## src/rtl/pflag_pkg.sv

```systemverilog
package pflag_pkg;

   localparam int ADDR_W = 4;

   typedef enum logic [ADDR_W-1:0] {
      A_DIR   = 4'h0,
      A_OSET  = 4'h1,
      A_OCLR  = 4'h2,
      A_PSTAT = 4'h3,
      A_MSET  = 4'h4,
      A_MCLR  = 4'h5,
      A_POL   = 4'h6,
      A_SENSE = 4'h7,
      A_BOTH  = 4'h8,
      A_PEND  = 4'h9
   } reg_addr_e;

endpackage

```

## src/rtl/pflag_sync.sv

```systemverilog
module pflag_sync #(
   parameter int WIDTH  = 16,
   parameter int STAGES = 2
) (
   input  logic             clk,
   input  logic             rst_n,
   input  logic [WIDTH-1:0] d_i,
   output logic [WIDTH-1:0] q_o
);

   logic [WIDTH-1:0] stage_q [STAGES];

   always_ff @(posedge clk or negedge rst_n) begin
      if (!rst_n) begin
         for (int s = 0; s < STAGES; s++) stage_q[s] <= '0;
      end else begin
         stage_q[0] <= d_i;
         for (int s = 1; s < STAGES; s++) stage_q[s] <= stage_q[s-1];
      end
   end

   assign q_o = stage_q[STAGES-1];

endmodule

```

## src/rtl/pflag_irq_slice.sv

```systemverilog
module pflag_irq_slice (
   input  logic clk,
   input  logic rst_n,
   input  logic en_i,
   input  logic src_i,
   input  logic pol_i,
   input  logic sense_i,
   input  logic both_i,
   input  logic ack_i,
   output logic edge_o,
   output logic pend_o
);

   logic prev_q;
   logic edge_q;
   logic rise, fall, hit;

   always_comb begin
      rise = src_i & ~prev_q;
      fall = ~src_i & prev_q;
      if (both_i) hit = rise | fall;
      else        hit = pol_i ? fall : rise;
   end

   always_ff @(posedge clk or negedge rst_n) begin
      if (!rst_n) begin
         prev_q <= 1'b0;
         edge_q <= 1'b0;
      end else begin
         prev_q <= src_i;
         if (en_i && sense_i && hit) edge_q <= 1'b1;
         else if (ack_i)             edge_q <= 1'b0;
      end
   end

   assign edge_o = edge_q;
   assign pend_o = en_i & (sense_i ? edge_q : (src_i ^ pol_i));

endmodule

```

## src/rtl/pflag_regs.sv

```systemverilog
module pflag_regs
   import pflag_pkg::*;
#(
   parameter int NUM_PINS = 16
) (
   input  logic                clk,
   input  logic                rst_n,
   input  logic                wr_i,
   input  logic [ADDR_W-1:0]   addr_i,
   input  logic [NUM_PINS-1:0] wdata_i,
   input  logic [NUM_PINS-1:0] sync_i,
   input  logic [NUM_PINS-1:0] pend_i,
   output logic [NUM_PINS-1:0] rdata_o,
   output logic [NUM_PINS-1:0] dir_o,
   output logic [NUM_PINS-1:0] out_o,
   output logic [NUM_PINS-1:0] mask_o,
   output logic [NUM_PINS-1:0] pol_o,
   output logic [NUM_PINS-1:0] sense_o,
   output logic [NUM_PINS-1:0] both_o,
   output logic [NUM_PINS-1:0] ack_o
);

   logic [NUM_PINS-1:0] dir_q, out_q, mask_q, pol_q, sense_q, both_q;

   always_ff @(posedge clk or negedge rst_n) begin
      if (!rst_n) begin
         dir_q   <= '0;
         out_q   <= '0;
         mask_q  <= '0;
         pol_q   <= '0;
         sense_q <= '0;
         both_q  <= '0;
      end else if (wr_i) begin
         case (addr_i)
            A_DIR:   dir_q   <= wdata_i;
            A_OSET:  out_q   <= out_q | wdata_i;
            A_OCLR:  out_q   <= out_q & ~wdata_i;
            A_MSET:  mask_q  <= mask_q | wdata_i;
            A_MCLR:  mask_q  <= mask_q & ~wdata_i;
            A_POL:   pol_q   <= wdata_i;
            A_SENSE: sense_q <= wdata_i;
            A_BOTH:  both_q  <= wdata_i;
            default: ;
         endcase
      end
   end

   always_comb begin
      case (addr_i)
         A_DIR:           rdata_o = dir_q;
         A_OSET, A_OCLR:  rdata_o = out_q;
         A_PSTAT:         rdata_o = sync_i;
         A_MSET, A_MCLR:  rdata_o = mask_q;
         A_POL:           rdata_o = pol_q;
         A_SENSE:         rdata_o = sense_q;
         A_BOTH:          rdata_o = both_q;
         A_PEND:          rdata_o = pend_i;
         default:         rdata_o = '0;
      endcase
   end

   assign ack_o   = (wr_i && addr_i == A_PEND) ? wdata_i : '0;
   assign dir_o   = dir_q;
   assign out_o   = out_q;
   assign mask_o  = mask_q;
   assign pol_o   = pol_q;
   assign sense_o = sense_q;
   assign both_o  = both_q;

endmodule

```

## src/rtl/pflag_gpio.sv

```systemverilog
module pflag_gpio
   import pflag_pkg::*;
#(
   parameter int NUM_PINS    = 16,
   parameter int SHARED_BASE = 8,
   parameter int SYNC_STAGES = 2
) (
   input  logic                clk,
   input  logic                rst_n,
   input  logic                wide_bus_i,
   input  logic                bus_wr_i,
   input  logic [ADDR_W-1:0]   bus_addr_i,
   input  logic [NUM_PINS-1:0] bus_wdata_i,
   output logic [NUM_PINS-1:0] bus_rdata_o,
   input  logic [NUM_PINS-1:0] pin_i,
   output logic [NUM_PINS-1:0] pin_o,
   output logic [NUM_PINS-1:0] pin_oe_o,
   output logic                irq_o
);

   if (NUM_PINS < 1 || NUM_PINS > 32) begin : g_bad_num_pins
      $error("pflag_gpio: NUM_PINS must lie in 1..32");
   end
   if (SHARED_BASE < 0 || SHARED_BASE > NUM_PINS) begin : g_bad_shared_base
      $error("pflag_gpio: SHARED_BASE must lie in 0..NUM_PINS");
   end
   if (SYNC_STAGES < 2) begin : g_bad_sync
      $error("pflag_gpio: SYNC_STAGES must be at least 2");
   end

   logic [NUM_PINS-1:0] en;
   logic [NUM_PINS-1:0] sync_raw, sync_vis;
   logic [NUM_PINS-1:0] dir_q, out_q, mask_q, pol_q, sense_q, both_q, ack;
   logic [NUM_PINS-1:0] src, edge_lat, pend_vec;

   for (genvar i = 0; i < NUM_PINS; i++) begin : g_en
      if (i < SHARED_BASE) begin : g_fixed
         assign en[i] = 1'b1;
      end else begin : g_shared
         assign en[i] = ~wide_bus_i;
      end
   end

   pflag_sync #(.WIDTH(NUM_PINS), .STAGES(SYNC_STAGES)) u_sync (
      .clk   (clk),
      .rst_n (rst_n),
      .d_i   (pin_i),
      .q_o   (sync_raw)
   );

   assign sync_vis = sync_raw & en;

   pflag_regs #(.NUM_PINS(NUM_PINS)) u_regs (
      .clk     (clk),
      .rst_n   (rst_n),
      .wr_i    (bus_wr_i),
      .addr_i  (bus_addr_i),
      .wdata_i (bus_wdata_i),
      .sync_i  (sync_vis),
      .pend_i  (pend_vec),
      .rdata_o (bus_rdata_o),
      .dir_o   (dir_q),
      .out_o   (out_q),
      .mask_o  (mask_q),
      .pol_o   (pol_q),
      .sense_o (sense_q),
      .both_o  (both_q),
      .ack_o   (ack)
   );

   assign src = (dir_q & out_q) | (~dir_q & sync_raw);

   for (genvar i = 0; i < NUM_PINS; i++) begin : g_pin
      pflag_irq_slice u_slice (
         .clk     (clk),
         .rst_n   (rst_n),
         .en_i    (en[i]),
         .src_i   (src[i]),
         .pol_i   (pol_q[i]),
         .sense_i (sense_q[i]),
         .both_i  (both_q[i]),
         .ack_i   (ack[i]),
         .edge_o  (edge_lat[i]),
         .pend_o  (pend_vec[i])
      );
   end

   assign pin_oe_o = dir_q & en;
   assign pin_o    = out_q & en;
   assign irq_o    = |(pend_vec & mask_q);

endmodule

```

## config.mk

```make
export PLATFORM = sky130hd
export DESIGN_NAME = pflag_gpio
export DESIGN_NICKNAME = d
export VERILOG_FILES = /design/src/rtl/pflag_pkg.sv /design/src/rtl/pflag_sync.sv /design/src/rtl/pflag_irq_slice.sv /design/src/rtl/pflag_regs.sv /design/src/rtl/pflag_gpio.sv
export SDC_FILE = /design/constraint.sdc
export NUM_CORES = 1
export LEC_CHECK = 0
export ABC_AREA = 1
export BUFFER_PORTS_ARGS = -buffer_cell sky130_fd_sc_hd__buf_2
export CAP_MARGIN = 15
export CORE_MARGIN = 4
export CORE_UTILIZATION = 46
export CTS_CLUSTER_DIAMETER = 60
export DETAILED_ROUTE_END_ITERATION = 6
export PLACE_DENSITY = 0.76
export SYNTH_ARGS = -nofsm -noshare
export SYNTH_HDL_FRONTEND = slang
export SYNTH_SLANG_ARGS = --single-unit
```

## constraint.sdc

```tcl
create_clock -name clk -period 2.5 [get_ports clk]
set_clock_uncertainty 0.05 [all_clocks]
set_input_delay 0.125 -clock clk [delete_from_list [all_inputs] [get_ports clk]]
set_output_delay 0.125 -clock clk [all_outputs]
set_load 0.005 [all_outputs]
```

Word level (Yosys, flattened, before mapping)
Index checks and enable logic that the tools add are counted.
- register bits after elaboration: 160
- output and inout port bits: 49
- word-level logic and storage cells: 304
- eq/ne operators: 9
- muxes and demuxes: 84
- bitwise gates (word level): 118
- reduce and logical (&&, ||, !) cells: 53
- operators by type and width (cell ; number):
    16-bit AND ; 8
    16-bit one-hot mux with 8 select lines ; 1
    1-bit two-way mux ; 80
    16-bit one-hot mux with 2 select lines ; 2
    16-bit OR ; 3
    1-bit AND ; 40
    2-bit nonzero test ; 18
    1-bit inverter ; 33
    16-bit inverter ; 2
    1-bit logical AND ; 25
    4-bit by 3-bit equality test with 1-bit output (second input constant) ; 4
    16-bit two-way mux ; 1
    1-bit OR ; 16
    16-bit OR reduction ; 1
    1-bit XOR ; 16
    2-bit AND reduction ; 6
    4-bit by 2-bit equality test with 1-bit output (second input constant) ; 2
    4-bit equality test (second input constant) ; 2
    4-bit by 1-bit equality test with 1-bit output (second input constant) ; 1
    4-bit zero test ; 1
    2-bit OR reduction ; 2

Depth between registers and ports, before layout
- depth in word-level cells: 9
- gate-level depth with buffers: 12

By module
From an unflattened synthesis, not the netlist that was laid out.
- cells, all modules: 1242
- area, all modules: 9355.2 sq um
- by module, submodules not included (module ; times used ; cells an instance ; area each (sq um)):
    pflag_regs ; 1 ; 682 ; 5273.8
    pflag_irq_slice ; 16 ; 25 ; 165.2
    pflag_sync ; 1 ; 48 ; 920.9
    pflag_gpio ; 1 ; 112 ; 518.0

Worst setup path before layout
No wires, ideal clock.
- path kind: reg-to-reg
- start point: register u_regs.dir_q[3], in the netlist u_regs.dir_o[3]
- end point: register g_pin[3].u_slice.edge_q
- library setup time: 65 ps
- arrival: 1290 ps
- slack: 1095 ps
- cell stages (with the launch flop): 8
- cell sequence: dfrtp_1 inv_1 nand2_1 nand2_1 inv_1 ha_1 a221o_1 nand2_1
- word-level cells in the longest chain between the ends: 9
- elaborated cells on any way between the ends: 13
- those cells by class: 3 x mux; 8 x bitwise; 2 x reduce/logical
- ends and longest elaborated chain (what ; line ; text):
    start: declaration ; pflag_regs.sv:23 ; logic [NUM_PINS-1:0] dir_q, out_q, mask_q, pol_q, sense_q, both_q;
    start signal: assignment ; pflag_regs.sv:35 ; A_DIR: dir_q <= wdata_i;
    16-bit inverter ; pflag_gpio.sv:71 ; assign src = (dir_q & out_q) | (~dir_q & sync_raw);
    16-bit AND ; pflag_gpio.sv:71 ;
    16-bit OR (*) ; pflag_gpio.sv:71 ;
    named net g_pin[3].u_slice.src_i ; pflag_irq_slice.sv:5 ; input logic src_i,
    1-bit inverter ; pflag_irq_slice.sv:20 ; fall = ~src_i & prev_q;
    1-bit AND ; pflag_irq_slice.sv:20 ;
    1-bit two-way mux / 1-bit OR (equally long branches) ; pflag_irq_slice.sv:22, pflag_irq_slice.sv:21 ;
    1-bit two-way mux (*) ; pflag_irq_slice.sv:21 ; if (both_i) hit = rise | fall;
    1-bit logical AND (*) ; pflag_irq_slice.sv:31 ; if (en_i && sense_i && hit) edge_q <= 1'b1;
    1-bit two-way mux / 2-bit nonzero test (equally long branches) ; - ;
    end signal: assignment ; pflag_irq_slice.sv:28 ; edge_q <= 1'b0;
    end signal: assignment ; pflag_irq_slice.sv:31 ;
    end signal: assignment ; pflag_irq_slice.sv:32 ; else if (ack_i) edge_q <= 1'b0;
    end: declaration ; pflag_irq_slice.sv:15 ; logic edge_q;
The timed path passes the listed nets; every way through them passes the cells marked *.
A chain may end at the register's enable or synchronous reset.

Worst setup path in the final report
- start point: register u_regs.dir_q[1], in the netlist u_regs.dir_o[1]
- end point: output port irq_o
- word-level cells in the longest chain between the ends: 7
- elaborated cells on any way between the ends: 8
- those cells by class: 1 x mux; 6 x bitwise; 1 x reduce/logical
- ends and longest elaborated chain (what ; line ; text):
    16-bit inverter ; pflag_gpio.sv:71 ;
    16-bit AND ; pflag_gpio.sv:71 ;
    16-bit OR (*) ; pflag_gpio.sv:71 ;
    1-bit XOR (*) ; pflag_irq_slice.sv:37 ; assign pend_o = en_i & (sense_i ? edge_q : (src_i ^ pol_i));
    1-bit two-way mux (*) ; pflag_irq_slice.sv:37 ;
    16-bit AND (*) ; pflag_gpio.sv:90 ; assign irq_o = |(pend_vec & mask_q);
    16-bit OR reduction (*) ; pflag_gpio.sv:90 ;
    end: declaration ; pflag_gpio.sv:18 ; output logic irq_o
Every way passes the cells marked *; elsewhere a longest branch is shown, timed or not.

==> flow_summary.toml <==
[worst_setup_path]
path_buf_inv = 3
critical_path.top_delay_family = "simple AND/OR/NAND/NOR gates"
worstPathMaxFanout = 4
crit_path_end_kind = "output pin"
worst_path_most_repeated_cell = "nand2_1"
cpMaxStageDelayCell = "dfrtp_1"
worstPathRequired_ns = 2.33
arrival_ns = 1.96
path_class = "reg -> out"
critical_path.max_stage_delay_ns = 0.42
start_kind = "register"
path_cells = "inv_1 > nand2_1 > nand2_1 > nand2_1 > nand2_1 > nand2_1 > nand3_1 > nand2_1 > inv_1 > nand2_1 > nor2_1 > nand2_1 > buf_2"

[finish]
nNetsFinal = 1240
fillerInstances = 1581
finalNonFillerCells = 1407
multi_input_area_mm2 = 0.00342
seq_area_mm2 = 0.00400
layout-drive-gt1-share = 0.137
stdcell_area_mm2 = 0.00987
syn2layout_area_growth_pct = 19.1

[placement]
port_buffers = 88
placed_area_mm2 = 0.00894
dp.final_hpwl_um = 16000
gp_congestion = 0.919
place_inst = 1341

[clock_tree]
post_cts_resize_count = 0
numCtsBuffers = 17
cts-hold-fix-buffers = 33
cts_buffer_depth = 2
post_cts_buffers = 0
clock_latency_ns = 0.44
cts_sinks = 160
clk_pin_slew_worst_paths_ns = 0.07
cts_max_level = 4
ctsRootBufferMaster = "clkbuf_16"
cts_tree = "done"

[floorplan]
fp-row-count = 48
die-area_mm2 = 0.0202
dieWidth_um = 142
die_y_um = 142
initial_core_util = 0.474
pin_count = 89
core_area_mm2 = 0.0175

[timing]
hold_ws_ns = 0.187
min_period_ns = 2.13
fmax_mhz = 468
worst_slew_pin_slew_ns = 0.627
period_share = 0.854
final-setup-viol-count = 0
finalSetupTns_ns = 0
slew_viol_final = 0
slew_headroom = 0.582
rsz0062_at_grt = "no"
finalHoldViolCount = 0

[pwr]
intPower_mw = 5.36
power.density_mw_per_mm2 = 819
vdd_drop_max_uv = 498
p_seq_frac = 0.437
switchingPower_mw = 2.73
p_sw_frac = 0.337
p_leak_nw = 5.06
p_comb_frac = 0.232
pwr-share-clk = 0.331

[logic_synthesis]
synth_async_sr_flop_share = 1.00
yosys_warnings = 0
syn_inst = 1049
yosysTopAreaCellShare = 0.483
yosysSeqAreaShare = 0.483
synth_area_mm2 = 0.00829
synth_xor_xnor_area_share = 0
yosysMostFrequentCell = "nand2_1"
synth-adder-area-share = 0.0483
synth_seq_cells = 160
ys_types = 35
synth-simple-area-share = 0.235
muxShareOfSynthArea = 0.00679
synth_top_family_by_area = "simple AND/OR/NAND/NOR gates"
netlist_top_cells_area = "dfrtp_1 48%, nand2_1 13%, inv_1 7.2%"
avgSynthCellArea_um2 = 7.90
synth_ff_type = "dfrtp_1"
synth_compound_area_frac = 0.123
yosys.area.top_type = "dfrtp_1"
syn_nets = 1121
synth_top_cells_by_count = "293 x nand2_1, 160 x dfrtp_1, 159 x inv_1"
synth-edff-count = 0

[routing]
viasPerCell = 5.34
drc = 3
first_iter_violations = 747
via_count = 7514
post_drt_wl_per_cell_um = 16.6
totalWireLength_um = 23400
first_pass_iters = 7
ant_nets = 0

[run_status]
status = "complete, but fails checks"
violations = "design-rule violations"

[global_route]
grt_most_used_layer = "met2"
grt_max_degree = 60
grt_overflow = 0
grt_pass1_vias = 7278
grt_antenna_before_repair = 1
grtUsageMet1 = 0.319
met3_usage = 0.0598
track_usage = 0.237
use_met2 = 0.375
grt_pass1_wl_um = 37600

[job]
cap_violations = 0

[worst_hold_path]
min_path_type = "in -> async"
-- path summary, 6_finish.rpt --
| check | start | endpoint | slack [ns] | depth (start not counted) |
|---|---|---|---|---|
| worst max register to register | u_regs.dir_o[5] | g_pin[5].u_slice.edge_o | 0.96 | 7 |
| min in group clk | bus_wr_i | u_regs.both_o[8] | 0.23 | 4 |
| worst min register to register | u_sync.stage_q[22] | u_sync.q_o[6] | 0.30 | 0 |
| worst min-delay path | rst_n | u_regs.both_o[3] | 0.19 | 2 |
| max in group asynchronous | rst_n | g_pin[15].u_slice.prev_q | 1.47 | 3 |
| worst max-delay path | u_regs.dir_o[1] | irq_o | 0.37 | 13 |
-- cells by family after synthesis --
group	Yosys count
simple gates	463
buf+inv	205
compound gates	184
fa+ha+maj	32
mux	5
flops	160
-- power by group through the flow --
stage / logic (mW) / clock network (mW) / registers [mW]
2_1_floorplan: 1.33 / 0 / 3.43
3_3_place_gp: 1.75 / 0 / 3.54
3_5_place_dp: 1.82 / 0 / 3.56
4_1_cts: 1.88 / 2.72 / 3.52
5_1_grt: 2.17 / 2.83 / 3.60
6_report: 1.88 / 2.68 / 3.53
-- layer usage --
| layer | vias to the layer above | share of wire |
|---|---|---|
| li1 | 3600 | - |
| met1 | 3549 | 0.43 |
| met2 | 310 | 0.46 |
| met3 | 55 | 0.082 |
| met4 | 0 | 0.029 |
| met5 | - | 0 |
-- area by class of cell --
| type | instances | share of cell area |
|---|---|---|
| Inverter | 162 | 0.0616 |
| Clock inverter | 14 | 0.0174 |
| Timing Repair Buffer | 143 | 0.0967 |
| Tap cell | 225 | 0.0285 |
| Antenna cell | 1 | 0.000253 |
| Clock buffer | 18 | 0.0435 |
| Multi-Input combinational cell | 684 | 0.347 |
| Sequential cell | 160 | 0.405 |
-- through the flow --
step / total power, mW / utilization / setup slack [ns]
detailed placement: 5.38 / 0.512 / 0.702
floorplan: 4.77 / - / 1.10
global placement: 5.29 / 0.512 / 0.765
global route: 8.60 / 0.565 / 0.260
CTS: 8.12 / 0.565 / 0.408
finish: 8.08 / 0.565 / 0.365
-- layout by cell type, fill, tap and decap left out, types with 12 or more instances in the layout --
| cell type | count |
|---|---|
| buf_2 | 87 |
| nor2_1 | 58 |
| inv_1 | 159 |
| o21ai_1 | 12 |
| nand3_1 | 78 |
| dlygate4sd3_1 | 33 |
| o22ai_1 | 29 |
| dfrtp_1 | 160 |
| buf_4 | 21 |
| o21ai_0 | 92 |
| nand4_1 | 12 |
| ha_1 | 32 |
| clkbuf_16 | 17 |
| a21oi_1 | 32 |
| nand2_1 | 293 |
No activity file was read; power rests on OpenSTA's default activity.
